### src/rtl/lockcfg_pkg.sv
package lockcfg_pkg;

    localparam logic [7:0] KEY_ENTER = 8'h87;
    localparam logic [7:0] KEY_EXIT  = 8'hAA;
    localparam logic [7:0] IDX_LDN   = 8'h07;
    localparam logic [7:0] IDX_SCR0  = 8'h20;
    localparam logic [7:0] IDX_BANK  = 8'h30;
    localparam logic [7:0] IDX_ACT   = 8'h30;

    typedef enum logic [1:0] {
        ST_LOCKED = 2'd0,
        ST_HALF   = 2'd1,
        ST_OPEN   = 2'd2
    } lock_state_t;

    typedef struct packed {
        logic       idx_wr;
        logic       dat_wr;
        logic       dat_rd;
        logic [7:0] wdata;
    } bus_req_t;

    function automatic logic in_bank(input logic [7:0] idx);
        return idx >= IDX_BANK;
    endfunction

endpackage

### src/rtl/lockcfg_unlock.sv
module lockcfg_unlock
    import lockcfg_pkg::*;
(
    input  logic       clk,
    input  logic       rst,
    input  logic       idx_wr,
    input  logic [7:0] wdata,
    output logic       open
);
    lock_state_t state, state_nx;

    always_comb begin
        state_nx = state;
        if (idx_wr) begin
            case (state)
                ST_LOCKED: state_nx = (wdata == KEY_ENTER) ? ST_HALF : ST_LOCKED;
                ST_HALF:   state_nx = (wdata == KEY_ENTER) ? ST_OPEN : ST_LOCKED;
                ST_OPEN:   state_nx = (wdata == KEY_EXIT)  ? ST_LOCKED : ST_OPEN;
                default:   state_nx = ST_LOCKED;
            endcase
        end
    end

    always_ff @(posedge clk) begin
        if (rst) state <= ST_LOCKED;
        else     state <= state_nx;
    end

    assign open = (state == ST_OPEN);
endmodule

### src/rtl/lockcfg_global.sv
module lockcfg_global
    import lockcfg_pkg::*;
#(
    parameter int NUM_SCR = 8
) (
    input  logic       clk,
    input  logic       rst,
    input  logic       wr,
    input  logic [7:0] idx,
    input  logic [7:0] wdata,
    output logic [7:0] ldn,
    output logic [7:0] rd_val
);
    logic [7:0] scr [NUM_SCR];

    always_ff @(posedge clk) begin
        if (rst)                         ldn <= 8'h00;
        else if (wr && idx == IDX_LDN)   ldn <= wdata;
    end

    for (genvar g = 0; g < NUM_SCR; g++) begin : g_scr
        always_ff @(posedge clk) begin
            if (rst)                                  scr[g] <= 8'h00;
            else if (wr && idx == IDX_SCR0 + 8'(g))   scr[g] <= wdata;
        end
    end

    always_comb begin
        rd_val = 8'h00;
        if (idx == IDX_LDN) rd_val = ldn;
        for (int k = 0; k < NUM_SCR; k++)
            if (idx == IDX_SCR0 + 8'(k)) rd_val = scr[k];
    end
endmodule

### src/rtl/lockcfg_devact.sv
module lockcfg_devact #(
    parameter int NUM_DEV = 11,
    parameter int DEV_W   = 4
) (
    input  logic               clk,
    input  logic               rst,
    input  logic               wr,
    input  logic [DEV_W-1:0]   sel,
    input  logic               bit_in,
    output logic [NUM_DEV-1:0] act
);
    for (genvar d = 0; d < NUM_DEV; d++) begin : g_act
        always_ff @(posedge clk) begin
            if (rst)                          act[d] <= 1'b0;
            else if (wr && sel == DEV_W'(d))  act[d] <= bit_in;
        end
    end
endmodule

### src/rtl/lockcfg_port.sv
module lockcfg_port
    import lockcfg_pkg::*;
#(
    parameter int NUM_DEV = 11,
    parameter int NUM_SCR = 8,
    localparam int DEV_W  = $clog2(NUM_DEV)
) (
    input  logic               clk,
    input  logic               rst,
    input  logic               bus_addr,
    input  logic [7:0]         bus_wdata,
    input  logic               bus_wr,
    input  logic               bus_rd,
    output logic [7:0]         bus_rdata,
    output logic               cfg_open,
    output logic [NUM_DEV-1:0] dev_active,
    output logic               dev_wr,
    output logic               dev_rd,
    output logic [DEV_W-1:0]   dev_num,
    output logic [7:0]         dev_idx,
    output logic [7:0]         dev_wdata,
    input  logic [7:0]         dev_rdata
);
    bus_req_t   req;
    logic [7:0] index;
    logic [7:0] ldn;
    logic [7:0] glob_rd;
    logic       bank, ldn_ok, act_wr;
    logic [7:0] rd_val;

    assign req.idx_wr = bus_wr & ~bus_addr;
    assign req.dat_wr = bus_wr & bus_addr & cfg_open;
    assign req.dat_rd = bus_rd & ~bus_wr & bus_addr & cfg_open;
    assign req.wdata  = bus_wdata;

    lockcfg_unlock u_unlock (
        .clk    (clk),
        .rst    (rst),
        .idx_wr (req.idx_wr),
        .wdata  (req.wdata),
        .open   (cfg_open)
    );

    always_ff @(posedge clk) begin
        if (rst)
            index <= 8'h00;
        else if (req.idx_wr && cfg_open && req.wdata != KEY_EXIT)
            index <= req.wdata;
    end

    assign bank   = in_bank(index);
    assign ldn_ok = ldn < 8'(NUM_DEV);

    lockcfg_global #(.NUM_SCR(NUM_SCR)) u_global (
        .clk    (clk),
        .rst    (rst),
        .wr     (req.dat_wr & ~bank),
        .idx    (index),
        .wdata  (req.wdata),
        .ldn    (ldn),
        .rd_val (glob_rd)
    );

    assign dev_num = ldn[DEV_W-1:0];
    assign act_wr  = req.dat_wr & bank & ldn_ok & (index == IDX_ACT);

    lockcfg_devact #(.NUM_DEV(NUM_DEV), .DEV_W(DEV_W)) u_devact (
        .clk    (clk),
        .rst    (rst),
        .wr     (act_wr),
        .sel    (dev_num),
        .bit_in (req.wdata[0]),
        .act    (dev_active)
    );

    assign dev_wr    = req.dat_wr & bank & ldn_ok & (index != IDX_ACT);
    assign dev_rd    = req.dat_rd & bank & ldn_ok & (index != IDX_ACT);
    assign dev_idx   = index;
    assign dev_wdata = req.wdata;

    always_comb begin
        rd_val = 8'hFF;
        if (cfg_open) begin
            if (!bus_addr)             rd_val = index;
            else if (!bank)            rd_val = glob_rd;
            else if (!ldn_ok)          rd_val = 8'h00;
            else if (index == IDX_ACT) rd_val = {7'b0, dev_active[dev_num]};
            else                       rd_val = dev_rdata;
        end
    end

    always_ff @(posedge clk) begin
        if (rst)                    bus_rdata <= 8'h00;
        else if (bus_rd && !bus_wr) bus_rdata <= rd_val;
    end
endmodule

### config.mk
export PLATFORM = sky130hd
export DESIGN_NAME = lockcfg_port
export DESIGN_NICKNAME = d
export VERILOG_FILES = /design/src/rtl/lockcfg_pkg.sv /design/src/rtl/lockcfg_unlock.sv /design/src/rtl/lockcfg_global.sv /design/src/rtl/lockcfg_devact.sv /design/src/rtl/lockcfg_port.sv
export SDC_FILE = /design/constraint.sdc
export NUM_CORES = 1
export LEC_CHECK = 0
export BUFFER_PORTS_ARGS = -buffer_cell sky130_fd_sc_hd__buf_2
export CORE_ASPECT_RATIO = 1.4
export CORE_MARGIN = 1
export CORE_UTILIZATION = 32
export CTS_CLUSTER_DIAMETER = 80
export CTS_CLUSTER_SIZE = 16
export DETAILED_ROUTE_END_ITERATION = 12
export SYNTH_ARGS = -nofsm -noshare
export SYNTH_HDL_FRONTEND = slang
export SYNTH_SLANG_ARGS = --single-unit
### constraint.sdc
create_clock -name clk -period 2.38 [get_ports clk]
set_clock_uncertainty 0.15 [all_clocks]
set_input_delay 0.119 -clock clk [delete_from_list [all_inputs] [get_ports clk]]
set_output_delay 0.119 -clock clk [all_outputs]
set_load 0.05 [all_outputs]
Word level (Yosys, flattened, before mapping)
Memory sizes are Yosys's and may differ from the RTL's.
Cells that the tools add are included.
{"block": "op_classes", "n_lt_le_gt_ge": 3, "bitwise": 25, "n_reduce_logical": 26, "eq_ne": 26, "muxes": 54}
{"operator": "8-bit two-way mux", "count": 22}
{"operator": "8-bit by 6-bit == test with 1-bit output, second input constant", "count": 9}
{"operator": "1-bit two-way mux", "count": 28}
{"operator": "1-bit logical AND", "count": 23}
{"operator": "4-bit by 3-bit == test with 1-bit output, second input constant", "count": 4}
{"operator": "8-bit == test, second input constant", "count": 2}
{"operator": "1-bit AND", "count": 14}
{"operator": "4-bit == test, second input constant", "count": 3}
{"operator": "4-bit by 2-bit == test with 1-bit output, second input constant", "count": 2}
{"operator": "8-bit by 3-bit == test with 1-bit output, second input constant", "count": 1}
{"operator": "8-bit by 6-bit greater-or-equal comparator with 1-bit output, second input constant", "count": 1}
{"operator": "8-bit by 4-bit < comparator with 1-bit output, second input constant", "count": 1}
{"operator": "8-bit by 6-bit != test with 1-bit output, second input constant", "count": 1}
{"operator": "8-bit != test, second input constant", "count": 1}
{"operator": "1-bit OR", "count": 8}
{"operator": "2-bit one-hot mux with 3 select lines", "count": 1}
{"operator": "4-bit by 5-bit < comparator with 1-bit output, second input constant", "count": 1}
{"operator": "1-bit binary-select mux with 4-bit select", "count": 1}
{"operator": "4-bit by 1-bit == test with 1-bit output, second input constant", "count": 1}
{"operator": "4-bit zero test", "count": 1}
{"operator": "2-bit two-way mux", "count": 2}
{"operator": "1-bit inverter", "count": 3}
{"operator": "2-bit by 1-bit == test with 1-bit output, second input constant", "count": 1}
{"operator": "2-bit == test, second input constant", "count": 1}
{"operator": "other kinds (2)", "count": 2}
{"block": "word_totals", "inputBits": 21, "register_bits": 37, "mem_bits_rw": 64, "mem_count": 1, "output_inout_bits": 42}
{"memory": "u_global.scr", "words": 8, "width": 8, "rd": 8, "rd_ports_with_merged_regs": 0, "write_ports": 8, "line_no": "lockcfg_global.sv:14", "rtl": "logic [7:0] scr [NUM_SCR];"}

Depth between registers and ports, before layout
{"block": "logic_depth", "ltp_word": 13, "ltp_mapped": 8}

Hierarchy
From an unflattened synthesis, not the netlist that was laid out.
{"block": "unflattened", "cells_unflattened": 444, "hier_area_um2": 5081.1}
{"mod": "lockcfg_global", "area_per_inst_um2": 3418.3, "instances": 1, "cells_each": 268}
{"mod": "lockcfg_port", "area_per_inst_um2": 1013.5, "instances": 1, "cells_each": 109}
{"mod": "lockcfg_devact", "area_per_inst_um2": 509.2, "instances": 1, "cells_each": 53}
{"mod": "lockcfg_unlock", "area_per_inst_um2": 140.1, "instances": 1, "cells_each": 14}

Worst setup path after synthesis
OpenSTA, ideal clock, no wires.
{"block": "synth_timing", "kind": "register to register", "from": "reg index[7], in the netlist dev_idx[7]", "to": "mem u_global.scr[5][2], in the netlist u_global.scr[1][10] (enable)", "stages_incl_launch_ff": 6, "required_ps": 1855, "setup_slack_ps": -308, "period_less_slack_ps": 2688, "path_buffers": 1, "t_arrival_ps": 2163, "cell_sequence": "dfxtp_1 > or4_4 > nor2_1 > buf_2 > nand3_1 > o21bai_1"}
{"element": "from (decl)", "line_no": "lockcfg_port.sv:25", "rtl": "logic [7:0] index;"}
{"element": "from (signal assigned)", "line_no": "lockcfg_port.sv:48", "rtl": "index <= req.wdata;"}
{"element": "to (decl)", "line_no": "lockcfg_global.sv:14"}

Final worst setup path
{"block": "layout_timing", "from": "reg index[5], in the netlist dev_idx[5]", "to": "reg bus_rdata[7]"}
{"block": "layout_between", "elab_chain_cells": 13}
{"element": "8-bit by 3-bit == test with 1-bit output", "line_no": "lockcfg_global.sv:30", "rtl": "if (idx == IDX_LDN) rd_val = ldn;"}
{"element": "8-bit two-way mux", "line_no": "lockcfg_global.sv:30"}
{"element": "8-bit two-way mux (8 in series)", "line_no": "lockcfg_global.sv:32", "rtl": "if (idx == IDX_SCR0 + 8'(k)) rd_val = scr[k];"}
{"element": "8-bit two-way mux *", "line_no": "lockcfg_port.sv:85", "rtl": "else if (!bank) rd_val = glob_rd;"}
{"element": "8-bit two-way mux *", "line_no": "lockcfg_port.sv:84", "rtl": "if (!bus_addr) rd_val = index;"}
{"element": "8-bit two-way mux *", "line_no": "lockcfg_port.sv:83", "rtl": "if (cfg_open) begin"}
{"element": "to (signal assigned)", "line_no": "lockcfg_port.sv:94", "rtl": "else if (bus_rd && !bus_wr) bus_rdata <= rd_val;"}
{"element": "to (decl)", "line_no": "lockcfg_port.sv:14", "rtl": "output logic [7:0] bus_rdata,"}
Every way passes the cells marked *; elsewhere a longest branch is shown, timed or not.
A chain may end at the register's enable or synchronous reset.

==> metrics.md <==
| Metric | Value |
|---|---|
| Total GRT Usage | 18.98% |
| ANT cells | 0 |
| RSZ-0062 raised after global routing | yes |
| Avg Vias per Cell | 5.425 |
| Setup violations, final | 0 |
| DRT Wirelength | 15870 µm |
| HP Start | bus_wr |
| Total CTS buffers | 9 |
| First-pass DRT Iterations | 5 |
| Share of cells above drive strength 1 | 23.90% |
| Post-synth top flop | edfxtp_1 |
| Die area | 17110 µm² |
| Clock sink count | 101 |
| Root Driver | clkbuf_16 |
| PortBufs | 62 |
| TritonCTS clock tree | built |
| CP Max Fanout | 11 |
| Status | completed |
| Worst Max-Slew Pin Slew | 0.5643 ns |
| Static leakage | 0.002355 µW |
| TNS Setup | 0 ns |
| Vias in the first global route | 4400 |
| Via count | 4394 |
| Number of remaining DRC errors | 0 |
| Max_cap viols | 0 |
| Mapped cell area | 5308 µm² |
| Die Span X | 110.8 µm |
| Tot Pwr | 3671 µW |
| Net count after synthesis | 558 |
| Post-synth cell types | 55 |
| Die H | 154.4 µm |
| Synthesis warning total | 0 |
| Peak VDD IR | 0.3051 mV |
| Max clock buf depth | 2 |
| Worst setup margin | 0.09781 ns |
| IO Pins | 63 |
| Synth async-reset ratio | 0% |
| Final Hold Fails | 0 |
| Max_slew headroom | 62.16% |
| Min Tclk post-route | 2.282 ns |
| Max-slew violations | 0 |
| Crit path kind | flop to flop |
| Starting density of the core | 32.82% |
| Post-synth EDFFs | 64 |
| Iteration-0 DRC count of the detailed router | 410 |
| Global-route wire length before repair | 24740 µm |
| Hpwl dp | 11380 µm |
| Global route total overflow | 0 |
| FMAX | 438.2 MHz |
| Clock Latency Late Sink | 0.34 ns |
| Crit start category | flop |
| Layout area overhead | 20.53% |
| Crit path from | dev_idx[5]$_SDFFE_PP0P_ |
| Worst EP arrival | 2.41 ns |
| Syn avg cell area | 9.884 µm² |
| Worst slack, placed | 0.02591 ns |
| Initial antenna violation count | 0 |
| Wire length per cell | 19.60 µm |
| Post-Syn Instances | 537 |
| GP Congestion | 0.9462 |
| Worst Hold Class | input port to flop |
| Crit end category | flop |
| Antenna-violating nets left | 0 |
| WP data required | 2.51 ns |
| Post-synthesis sequential area ratio | 50.17% |
| Largest net degree at the start of global routing | 46 |
| Fill count | 1549 |
| Core area | 16170 µm² |
| Reg clk slew, reported paths | 0.07 ns |
| Final net count | 627 |
| Register bit count reported by yosys | 101 |
| Final worst-path cycle share | 95.89% |
| Pwr per Cell Area | 573.9 nW/µm² |
| WHS | 0.05862 ns |
| Worst R2R Start | dev_idx[5]$_SDFFE_PP0P_ |
| FP Rows | 55 |
| Htree depth | 3 |
[cell families (layout without fill, tap and decap cells)]
family	count (synthesis)	in the layout	synth area share [%]
simple gates	227	227	23.57
compound gates	120	120	14.33
flops	101	101	50.16
buf+inv	54	128	4.856
mux	35	35	7.072
[critical path, cell delays in order, from the launching register on]
cell and delay [ns]:
dfxtp_2 0.47, nor4b_4 0.35, buf_4 0.22, nand2_1 0.08
or3_1 0.31, a21oi_1 0.24, o221ai_1 0.21, a21oi_1 0.18
[sequential cells by signal, summed over array words and instances, names as in the netlist]
signal and flops:
u_devact.act 11, u_unlock.state 2, u_global.ldn 8, bus_rdata 8, dev_idx 8, u_global.scr 64
[Yosys cell counts (3+ instances only)]
master	count	share of area [%]
o21bai_1	7	0.99
nor3_2	3	0.57
and3_1	3	0.35
o22ai_1	7	0.83
a221o_1	4	0.75
nand2b_1	3	0.35
and2_1	66	7.8
dfxtp_1	37	14
buf_4	12	1.7
inv_1	5	0.35
a21oi_1	46	4.3
nor2b_1	11	1.3
edfxtp_1	64	36
clkbuf_1	22	1.6
nor3_1	9	0.85
buf_1	7	0.50
nand2_1	37	2.6
mux2i_1	33	6.2
a211o_1	4	0.66
o221ai_1	3	0.50
buf_2	8	0.75
a22o_1	4	0.66
nand3b_1	3	0.42
nor2_1	60	4.2
nand3_1	16	1.5
o21ai_0	24	2.3
a211oi_1	5	0.71
[per-layer routing]
metal | track usage (%) | vias up | share of wire, %
li1 | - | 2052 | -
met1 | 20.87 | 2133 | 38
met2 | 34.69 | 165 | 53
met3 | 2.704 | 44 | 4.8
met4 | 10.98 | 0 | 4.8
met5 | 0 | - | 0
[power breakdown]
| group | switching [µW] | internal [µW] | leakage (µW) | total (µW) |
|---|---|---|---|---|
| clock network | 640 | 841 | 0.000148 | 1480 |
| registers | 31.3 | 1920 | 0.000918 | 1950 |
| logic | 173 | 67.7 | 0.00129 | 241 |
| total | 845 | 2830 | 0.00236 | 3670 |
[cell usage in the layout (no fill, tap or decap), types with 3 or more instances in the layout]
cell	n
clkbuf_16	9
a211oi_1	5
and2_1	66
nor2_1	59
nand2b_1	3
buf_2	60
o21bai_2	4
a21oi_1	46
a22o_1	4
dlygate4sd3_1	7
inv_1	5
nand3b_1	3
buf_4	36
a211o_1	4
nor4b_4	3
nor3_1	9
dfxtp_2	8
nand3_1	15
mux2i_1	33
edfxtp_1	64
o221ai_1	3
o22ai_1	7
nand2_1	37
a221o_1	4
nor3_2	3
o21ai_0	24
dfxtp_1	29
and3_1	3
nor2b_1	10
[path summary, 6_finish.rpt]
check                                                      end  depth (start not counted)  slack, ns
worst max-delay path                 bus_rdata[7]$_SDFFE_PP0P_                          7        0.1
worst max register to register       bus_rdata[7]$_SDFFE_PP0P_                          7        0.1
worst min-delay path            u_unlock.state[0]$_SDFFE_PP0P_                          4       0.06
worst min register to register    u_devact.act[5]$_SDFFE_PP0P_                          2       0.33
[area by class of cell]
type,count,area (µm²),area share (%)
flip-flops and latches,101,2673,41.78
repair buffers,107,703.2,10.99
multi-input cells,382,2452,38.33
inverters,5,18.77,0.2934
clock inverters,6,62.56,0.9779
well taps,199,249.0,3.892
clock buffers,10,239.0,3.736
[through the flow]
| step | std cells | util [%] | cell area [µm²] |
|---|---|---|---|
| final | 810 | 39.56 | 6397 |
| after global routing | 810 | 39.56 | 6397 |
| after CTS | 809 | 39.39 | 6370 |
| after detailed placement | 786 | 37.01 | 5986 |
| after global placement | 786 | 37.01 | 5986 |
| after floorplan | 537 | - | 5363 |
[what timing repair did]
item	4_1_cts	5_1_grt
pin swaps	0	1
buffers inserted	0	1
hold buffers	7	0
resized for setup	3	5
endpoints found under the hold margin	7	0
endpoints found under the setup margin	2	9
No activity file was read; power rests on OpenSTA's default activity.
